## config.mk

```make
export PLATFORM = sky130hd
export DESIGN_NAME = flash_prog_seq
export DESIGN_NICKNAME = d
export VERILOG_FILES = /design/src/rtl/flash_prog_pkg.sv /design/src/rtl/flash_req_check.sv /design/src/rtl/flash_lane_shifter.sv /design/src/rtl/flash_prog_seq.sv
export SDC_FILE = /design/constraint.sdc
export NUM_CORES = 1
export LEC_CHECK = 0
export BUFFER_PORTS_ARGS = -buffer_cell sky130_fd_sc_hd__buf_2
export CORE_UTILIZATION = 60
export DETAILED_ROUTE_END_ITERATION = 10
export GPL_ROUTABILITY_DRIVEN = 1
export PLACE_DENSITY_LB_ADDON = 0.3
export SYNTH_ARGS = -nofsm -noshare
export SYNTH_HDL_FRONTEND = slang
export SYNTH_SLANG_ARGS = --single-unit
```

## constraint.sdc

```tcl
create_clock -name clk -period 6.18 [get_ports clk]
set_clock_uncertainty 0.2 [all_clocks]
set_input_delay 1.236 -clock clk [delete_from_list [all_inputs] [get_ports clk]]
set_output_delay 1.236 -clock clk [all_outputs]
set_load 0.1 [all_outputs]
```

## src/rtl/flash_prog_pkg.sv

```systemverilog
`timescale 1ns/1ps
package flash_prog_pkg;

    localparam logic [7:0] OPC_WREN   = 8'h06;
    localparam logic [7:0] OPC_PROG1  = 8'h02;
    localparam logic [7:0] OPC_PROG2D = 8'hA2;
    localparam logic [7:0] OPC_PROG2A = 8'hD2;
    localparam logic [7:0] OPC_STATUS = 8'h05;

    localparam logic [1:0] FLV_SINGLE = 2'd0;
    localparam logic [1:0] FLV_DUAL_D = 2'd1;
    localparam logic [1:0] FLV_DUAL_A = 2'd2;
    localparam logic [1:0] FLV_UNUSED = 2'd3;

    typedef enum logic [2:0] {
        ST_IDLE,
        ST_WREN,
        ST_PROG,
        ST_STAT,
        ST_GAP
    } seq_st_e;

    function automatic logic [7:0] prog_opcode(input logic [1:0] flv);
        case (flv)
            FLV_DUAL_D: return OPC_PROG2D;
            FLV_DUAL_A: return OPC_PROG2A;
            default:    return OPC_PROG1;
        endcase
    endfunction

endpackage

```

## src/rtl/flash_req_check.sv

```systemverilog
`timescale 1ns/1ps
module flash_req_check #(
    parameter int PAGE_BYTES = 256,
    parameter int ADDR_W     = 24,
    parameter int LEN_W      = 9
) (
    input  logic [1:0]        mode,
    input  logic [ADDR_W-1:0] addr,
    input  logic [LEN_W-1:0]  len,
    output logic              bad
);
    import flash_prog_pkg::*;

    localparam int PG_W = $clog2(PAGE_BYTES);
    localparam logic [LEN_W:0] PAGE_LIM = (LEN_W+1)'(PAGE_BYTES);

    logic [LEN_W:0] end_off;

    always_comb begin
        end_off = {{(LEN_W+1-PG_W){1'b0}}, addr[PG_W-1:0]} + {1'b0, len};
        bad = (mode == FLV_UNUSED) || (len == '0) ||
              ({1'b0, len} > PAGE_LIM) || (end_off > PAGE_LIM);
    end

endmodule

```

## src/rtl/flash_lane_shifter.sv

```systemverilog
`timescale 1ns/1ps
module flash_lane_shifter (
    input  logic       clk,
    input  logic       rst_n,
    input  logic       start,
    input  logic       dual,
    input  logic [7:0] tx,
    input  logic       miso,
    output logic       busy,
    output logic       sck,
    output logic [1:0] dq_out,
    output logic       dual_act,
    output logic [7:0] rx
);
    typedef struct packed {
        logic       busy;
        logic       ph;
        logic       dual;
        logic [3:0] left;
        logic [7:0] sh;
        logic [7:0] rx;
    } lane_t;

    lane_t q, d;

    always_comb begin
        d = q;
        if (!q.busy) begin
            if (start) begin
                d.busy = 1'b1;
                d.ph   = 1'b0;
                d.dual = dual;
                d.left = dual ? 4'd4 : 4'd8;
                d.sh   = tx;
            end
        end else if (!q.ph) begin
            d.ph = 1'b1;
        end else begin
            d.ph = 1'b0;
            if (!q.dual) begin
                d.rx = {q.rx[6:0], miso};
            end
            d.sh   = q.dual ? {q.sh[5:0], 2'b00} : {q.sh[6:0], 1'b0};
            d.left = q.left - 4'd1;
            if (q.left == 4'd1) begin
                d.busy = 1'b0;
            end
        end
    end

    always_ff @(posedge clk or negedge rst_n) begin
        if (!rst_n) begin
            q <= '0;
        end else begin
            q <= d;
        end
    end

    assign busy     = q.busy;
    assign sck      = q.busy & q.ph;
    assign dq_out   = q.dual ? {q.sh[7], q.sh[6]} : {1'b0, q.sh[7]};
    assign dual_act = q.busy & q.dual;
    assign rx       = q.rx;

endmodule

```

## src/rtl/flash_prog_seq.sv

```systemverilog
`timescale 1ns/1ps
module flash_prog_seq #(
    parameter int PAGE_BYTES = 256,
    parameter int ADDR_W     = 24,
    parameter int LEN_W      = $clog2(PAGE_BYTES) + 1,
    parameter int CS_GAP     = 2
) (
    input  logic              clk,
    input  logic              rst_n,
    input  logic              req_valid,
    output logic              req_ready,
    input  logic [1:0]        req_mode,
    input  logic [ADDR_W-1:0] req_addr,
    input  logic [LEN_W-1:0]  req_len,
    output logic              req_err,
    output logic              req_done,
    input  logic              wr_valid,
    input  logic [7:0]        wr_data,
    output logic              wr_ready,
    output logic              spi_sck,
    output logic              spi_cs_n,
    output logic [1:0]        spi_dq_out,
    output logic [1:0]        spi_dq_oe,
    input  logic              spi_miso
);
    import flash_prog_pkg::*;

    localparam int ADDR_BYTES = ADDR_W / 8;
    localparam int HDR        = 1 + ADDR_BYTES;
    localparam int IDX_W      = LEN_W + 1;
    localparam int GAP_W      = $clog2(CS_GAP + 1);

    typedef struct packed {
        seq_st_e           st;
        seq_st_e           nxt;
        logic [GAP_W-1:0]  gap;
        logic [IDX_W-1:0]  idx;
        logic [1:0]        mode;
        logic [ADDR_W-1:0] addr;
        logic [LEN_W-1:0]  len;
        logic              cs_n;
        logic              err;
        logic              done;
    } ctl_t;

    ctl_t q, d;

    logic             req_bad;
    logic             sh_start, sh_dual, sh_busy, sh_dual_act, sh_sck;
    logic [7:0]       sh_tx, sh_rx, abyte;
    logic [1:0]       sh_dq;
    logic [IDX_W-1:0] tot;
    logic             active, need, is_data, is_addr, rdy_c;

    flash_req_check #(
        .PAGE_BYTES(PAGE_BYTES),
        .ADDR_W    (ADDR_W),
        .LEN_W     (LEN_W)
    ) u_check (
        .mode(req_mode),
        .addr(req_addr),
        .len (req_len),
        .bad (req_bad)
    );

    flash_lane_shifter u_lane (
        .clk     (clk),
        .rst_n   (rst_n),
        .start   (sh_start),
        .dual    (sh_dual),
        .tx      (sh_tx),
        .miso    (spi_miso),
        .busy    (sh_busy),
        .sck     (sh_sck),
        .dq_out  (sh_dq),
        .dual_act(sh_dual_act),
        .rx      (sh_rx)
    );

    always_comb begin
        d      = q;
        d.err  = 1'b0;
        d.done = 1'b0;
        active = (q.st == ST_WREN) || (q.st == ST_PROG) || (q.st == ST_STAT);
        case (q.st)
            ST_WREN: tot = IDX_W'(1);
            ST_PROG: tot = IDX_W'(HDR) + IDX_W'(q.len);
            ST_STAT: tot = IDX_W'(2);
            default: tot = '0;
        endcase
        need     = q.idx < tot;
        is_data  = (q.st == ST_PROG) && (q.idx >= IDX_W'(HDR));
        is_addr  = (q.st == ST_PROG) && (q.idx != '0) && !is_data;
        rdy_c    = active && !sh_busy && need && is_data;
        sh_start = active && !sh_busy && need && (!is_data || wr_valid);
        sh_dual  = (is_addr && (q.mode == FLV_DUAL_A)) ||
                   (is_data && (q.mode != FLV_SINGLE));
        abyte    = 8'(q.addr >> (8 * (ADDR_BYTES - int'(q.idx))));
        case (q.st)
            ST_WREN: sh_tx = OPC_WREN;
            ST_STAT: sh_tx = (q.idx == '0) ? OPC_STATUS : 8'h00;
            ST_PROG: sh_tx = (q.idx == '0) ? prog_opcode(q.mode) :
                             (is_data ? wr_data : abyte);
            default: sh_tx = 8'h00;
        endcase
        if (sh_start) begin
            d.idx = q.idx + IDX_W'(1);
        end
        case (q.st)
            ST_IDLE: begin
                if (req_valid) begin
                    if (req_bad) begin
                        d.err = 1'b1;
                    end else begin
                        d.mode = req_mode;
                        d.addr = req_addr;
                        d.len  = req_len;
                        d.idx  = '0;
                        d.st   = ST_WREN;
                    end
                end
            end
            ST_GAP: begin
                if (q.gap == '0) begin
                    d.st = q.nxt;
                end else begin
                    d.gap = q.gap - GAP_W'(1);
                end
            end
            default: begin
                if (active && !sh_busy && !need) begin
                    d.idx = '0;
                    d.st  = ST_GAP;
                    d.gap = GAP_W'(CS_GAP - 1);
                    case (q.st)
                        ST_WREN: d.nxt = ST_PROG;
                        ST_PROG: d.nxt = ST_STAT;
                        default: begin
                            if (sh_rx[0]) begin
                                d.nxt = ST_STAT;
                            end else begin
                                d.nxt  = ST_IDLE;
                                d.done = 1'b1;
                            end
                        end
                    endcase
                end
            end
        endcase
        d.cs_n = !((d.st == ST_WREN) || (d.st == ST_PROG) || (d.st == ST_STAT));
    end

    always_ff @(posedge clk or negedge rst_n) begin
        if (!rst_n) begin
            q      <= '0;
            q.st   <= ST_IDLE;
            q.nxt  <= ST_IDLE;
            q.cs_n <= 1'b1;
        end else begin
            q <= d;
        end
    end

    assign req_ready  = (q.st == ST_IDLE);
    assign req_err    = q.err;
    assign req_done   = q.done;
    assign wr_ready   = rdy_c;
    assign spi_sck    = sh_sck;
    assign spi_cs_n   = q.cs_n;
    assign spi_dq_out = sh_dq;
    assign spi_dq_oe  = {sh_dual_act, !q.cs_n};

endmodule

```

* Yosys cells after proc, flatten, opt, wreduce, memory -nomap -nowiden *
Index checks and enable logic that the tools add are counted.
Widths: inputs -> output; s select.

storage, ports and cells
  bits in registers = 79
  bits of input ports = 48
  output and inout port bits = 10

operators by class
  $add $sub $neg = 6
  $lt $le $gt $ge = 4
  eq/ne operators = 13
  shifts and indexed selects = 1
  mux-type cells = 37
  bitwise logic cells = 7
  reductions and logical operators = 40

operators by type and width
  operator               count
  $mux 45                2
  $mux 8                 4
  $shr 24x32->8          1
  $pmux 10 s3            1
  $pmux 8 s3             1
  $mux 20                1
  $pmux 10 s2            1
  $mux 18                1
  $pmux 8 s2             1
  $mux 15                1
  $eq 3x2->1 const B     4
  $mux 12                1
  $mux 3                 4
  $pmux 3 s2             2
  $sub 2x10->11 const A  1
  $add 10x1->10 const B  1
  $add 3x9->10 const A   1
  $add 8x9->10           1
  $ge 10x3->1 const B    1
  $gt 10x9->1 const B    1
  $logic_and 1x1->1      10
  $logic_not 10->1       1
  $lt 10x10->1           1
  $mux 1                 10
  other kinds (25)       55

* Depth between registers and ports, before layout *
  depth in word-level cells = 13
  gate-level depth with buffers = 15
  depth with buffers taken out = 13

* Modules after synthesis *
Synthesis repeated with hierarchy kept, for this count alone.

unflattened totals
  cells, all modules = 498
  area, all modules = 4944.7 um^2

by module, submodules not included
  module              instances  cells each  area each (um^2)
  flash_prog_seq      1          329         3339.5
  flash_lane_shifter  1          110         1154.9
  flash_req_check     1          59          450.4

* Worst setup path after synthesis *
OpenSTA, ideal clock, no wires.

  kind = register -> output
  start point = register q[55] (netlist bit)
  end point = output wr_ready
  arrival = 3.715 ns
  data required time = 4.744 ns
  setup slack = 1.029 ns
  cell stages (with the launch flop) = 12
  cell sequence = dfrtp_1 clkbuf_1 or3b_1 buf_1 or2_2 ha_1 a211oi_1 o21ai_0 a31oi_1 o211ai_1 clkbuf_1 nor2_1

between the ends
  word-level cells in the longest chain between the ends = 6

ends and longest elaborated chain
  what                                                                  line                  source
  from (decl)                                                           flash_prog_seq.sv:46  ctl_t q, d;
  parallel branches: the longest is 5 deep, another holds $lt 10x10->1  --
  $logic_and 1x1->1 *                                                   flash_prog_seq.sv:94  rdy_c = active && !sh_busy && need && is_data;
  to (decl)                                                             flash_prog_seq.sv:19  output logic wr_ready,

Mark *: on every way between the ends.

* Final worst setup path *
  start point = register q[54] (netlist bit)
  end point = output wr_ready

Same word-level chain as after synthesis.

==> run metrics <==
status=finished clean; startpoint types=flop; die width=89.4 um; largest fanout on the critical path=13; asr flop ratio synth=100%; Register-to-Register Path Depth=11; Hold-fix buffers, CTS=0; Syn Std Cell Area=4580 um2; # rows=31; WL final=10.5 mm; Top Ports=58; Hold Vio Cnt, Final=0; gr ovfl total=0; CTS root buf=clkbuf_8; GRT Overall Usage=28.5%; total negative slack=0 ps; largest family of logic cells by synthesized area=simple AND/OR/NAND/NOR gates; fmax=192 MHz; Post-DP HPWL=7.84 mm; Num Clock Sinks=71; min-delay src=q[49]; HP Class=flop to flop; Crit. End Element=primary output; RR Startpoint=q[54]; CP peak stage delay=740 ps; Pwr Total=0.00217 W; Yosys warning count=0; IO Port Bufs=57; die span in y=89.4 um; Initial Utilization=62.5%; Final Max Tran Viols=0; Vias/cell=6.11; Top FF cell, synth=dfrtp_1; worst hold path depth=2; Post-synth EDFFs=0; layout cells sized above 1=26.1%; VDD IR max=370 uV; remaining antenna violation count after routing=0; slowest cell on the critical path=nor3_1; Die Footprint=7990 um2; nets=573; CTS HTree Levels=3; GPL Wtd Cong=0.937; vias in the first global route=3,583; CP Cell Sequence=inv_1, nor3_1, nand2_1, ha_1, o21ai_0, a21oi_1, o221ai_1, o211ai_1, nor2_1, buf_2; Setup Crit Path Kind=flop to primary output; r2r endpoint=q[39]; Top Family by Delay on Critical Path=compound AO/OA/AOI/OAI gates; Fill cells=569; met2 WL=5.02 mm; Worst-Margin Slew=893 ps; final cell area excluding filler cells=5100 um2; dpl cell area=4900 um2; largest net degree at the start of global routing=72; Yosys reg bits=71; Final Setup Violations=0; Remaining DRCs=0; Slew headroom=40.0%; simple logic cell fraction of the synthesized area=15.5%; WP buf/inv=2; most frequent cells in the layout=dfrtp_1 (70), buf_2 (57), nand2_1 (34); total CTS buffers=9; met1 WL=4.75 mm; power per standard cell area=425 nW/um2; Top Metal Used=met4; Iteration-0 DRC Markers=231; Seq/Total Area, Yosys=38.8%; Tcrit/Tclk final=84.2%; Distinct cells, synth=66; post-synthesis compound-gate area fraction=14.8%; crit path DAT=3770 ps; cts repair resizes=0; unrepaired setup endpoints after global routing=no; worst hold path endpoint=q[49]; Final min period=5210 ps; DR pass1 iterations=5; XOR/XNOR share of the synthesized area=4.01%; leakage=2.43 nW; area delta synth->final=11.2%; Max-cap violations=0; Met3 Wirelength=510 um; diode count=0; CTS tree=built; Worst EP required=4740 ps; leading cell type in the layout, fill and taps excluded=dfrtp_1; mux cell area share after synthesis=14.0%; cell count after synthesis=443; Post-CTS Setup Inserts=0; setup slack, reg-to-reg=1720 ps; Synth Area in Adders=8.63%; clk buf depth=2; initial antenna violation count=0; clock slew seen by the registers of the worst setup and hold paths=80 ps; syn nets=522; wire length per cell=17.6 um; latest clock arrival within the worst-skew pair=350 ps; total number of vias=3,655; Post-Syn Area per Cell=10.3 um2; first-pass GRT wire length=17.1 mm; core area=7330 um2
[synthesized netlist by cell type, drive strengths merged, types with 3 or more instances]
| cell type | n | share of area [%] |
|---|---|---|
| nor2 | 31 | 2.7 |
| nand2b | 4 | 0.55 |
| a22oi | 3 | 0.49 |
| dfrtp | 70 | 38 |
| and2 | 3 | 0.41 |
| nor3 | 13 | 1.5 |
| inv | 23 | 1.9 |
| o2bb2ai | 3 | 0.57 |
| xor2 | 12 | 2.3 |
| clkbuf | 9 | 0.74 |
| nand3 | 11 | 1.2 |
| o21a | 3 | 0.49 |
| mux2 | 42 | 12 |
| a221o | 7 | 1.5 |
| a31oi | 4 | 1.2 |
| nor4 | 8 | 1.4 |
| nand4 | 5 | 0.68 |
| nand2 | 34 | 2.8 |
| mux2i | 10 | 2.2 |
| o21ai | 21 | 2.3 |
| buf | 10 | 1.5 |
| xnor2 | 9 | 1.7 |
| o211ai | 4 | 0.76 |
| a21o | 4 | 0.66 |
| or4 | 3 | 0.49 |
| and3 | 11 | 1.5 |
| ha | 30 | 8.2 |
| a211o | 4 | 0.76 |
| or2 | 3 | 0.41 |
| nand3b | 3 | 0.49 |
| a21oi | 12 | 1.3 |
| a221oi | 4 | 0.76 |
[power breakdown]
| group | switching, W | internal, W |
|---|---|---|
| registers | 0.000183 | 0.000652 |
| clock network | 0.000192 | 0.000170 |
| logic | 0.000563 | 0.000405 |
[worst max-delay path by stage]
stage | startpoint | end | slack (ps) | cells after the start
6_report | q[54] | wr_ready | 970 | 10
5_1_grt | q[54] | wr_ready | 650 | 10
4_1_cts | q[54] | wr_ready | 980 | 10
3_5_place_dp | q[54] | wr_ready | 1370 | 10
3_3_place_gp | q[54] | wr_ready | 1550 | 10
2_1_floorplan | q[55] | wr_ready | 1030 | 11
[kinds of logic (layout without fill, tap and decap cells)]
group                      after synthesis  in the layout
AOI/OAI and AO/OA                       87             87
DFF                                     71             71
and+or+nand+nor                        137            137
muxes                                   52             52
adders and majority gates               31             31
buffers and inverters                   44            100
xor gates and xnor gates                21             21
[worst min-delay path: cells and delay by family (launching register included)]
kind | cells | cell delay (ps)
AOI/OAI and AO/OA | 1 | 70
DFF | 1 | 350
and+or+nand+nor | 1 | 60
[flip-flops by register name, indices dropped and copies added, names as in the netlist]
name	count
u_lane.busy	1
u_lane.q	14
u_lane.rx	1
req_err	1
req_done	1
spi_cs_n	1
q	52
[layout make-up]
cell class                 count  area (um2)  share of cell area (%)
sequential                    71        1780                    34.9
timing repair buffer          59         300                    5.89
clock inverter                 5        41.3                   0.810
inverter                      25        93.8                    1.84
multi-input combinational    328        2610                    51.2
clock buffer                  11         151                    2.97
tap                           99         124                    2.43
[through the flow]
| stage | setup WS [ps] | utilization (%) | std cells | hold slack (ps) |
|---|---|---|---|---|
| 6_report | 975 | 69.5 | 598 | 316 |
| 3_5_place_dp | 1370 | 66.9 | 582 | 295 |
| 2_1_floorplan | 1030 | - | 443 | 260 |
| 3_3_place_gp | 1550 | 66.9 | 582 | 285 |
| 5_1_grt | 654 | 69.5 | 598 | 321 |
| 4_1_cts | 981 | 69.5 | 598 | 316 |
[routing by layer]
layer | vias to the layer above | track usage (%)
met1 | 1786 | 37.7
li1 | 1714 | -
met4 | 0 | 11.5
met3 | 24 | 3.97
met5 | - | 0
met2 | 131 | 47.3
Note: power is estimated with default switching activity, not from simulation.
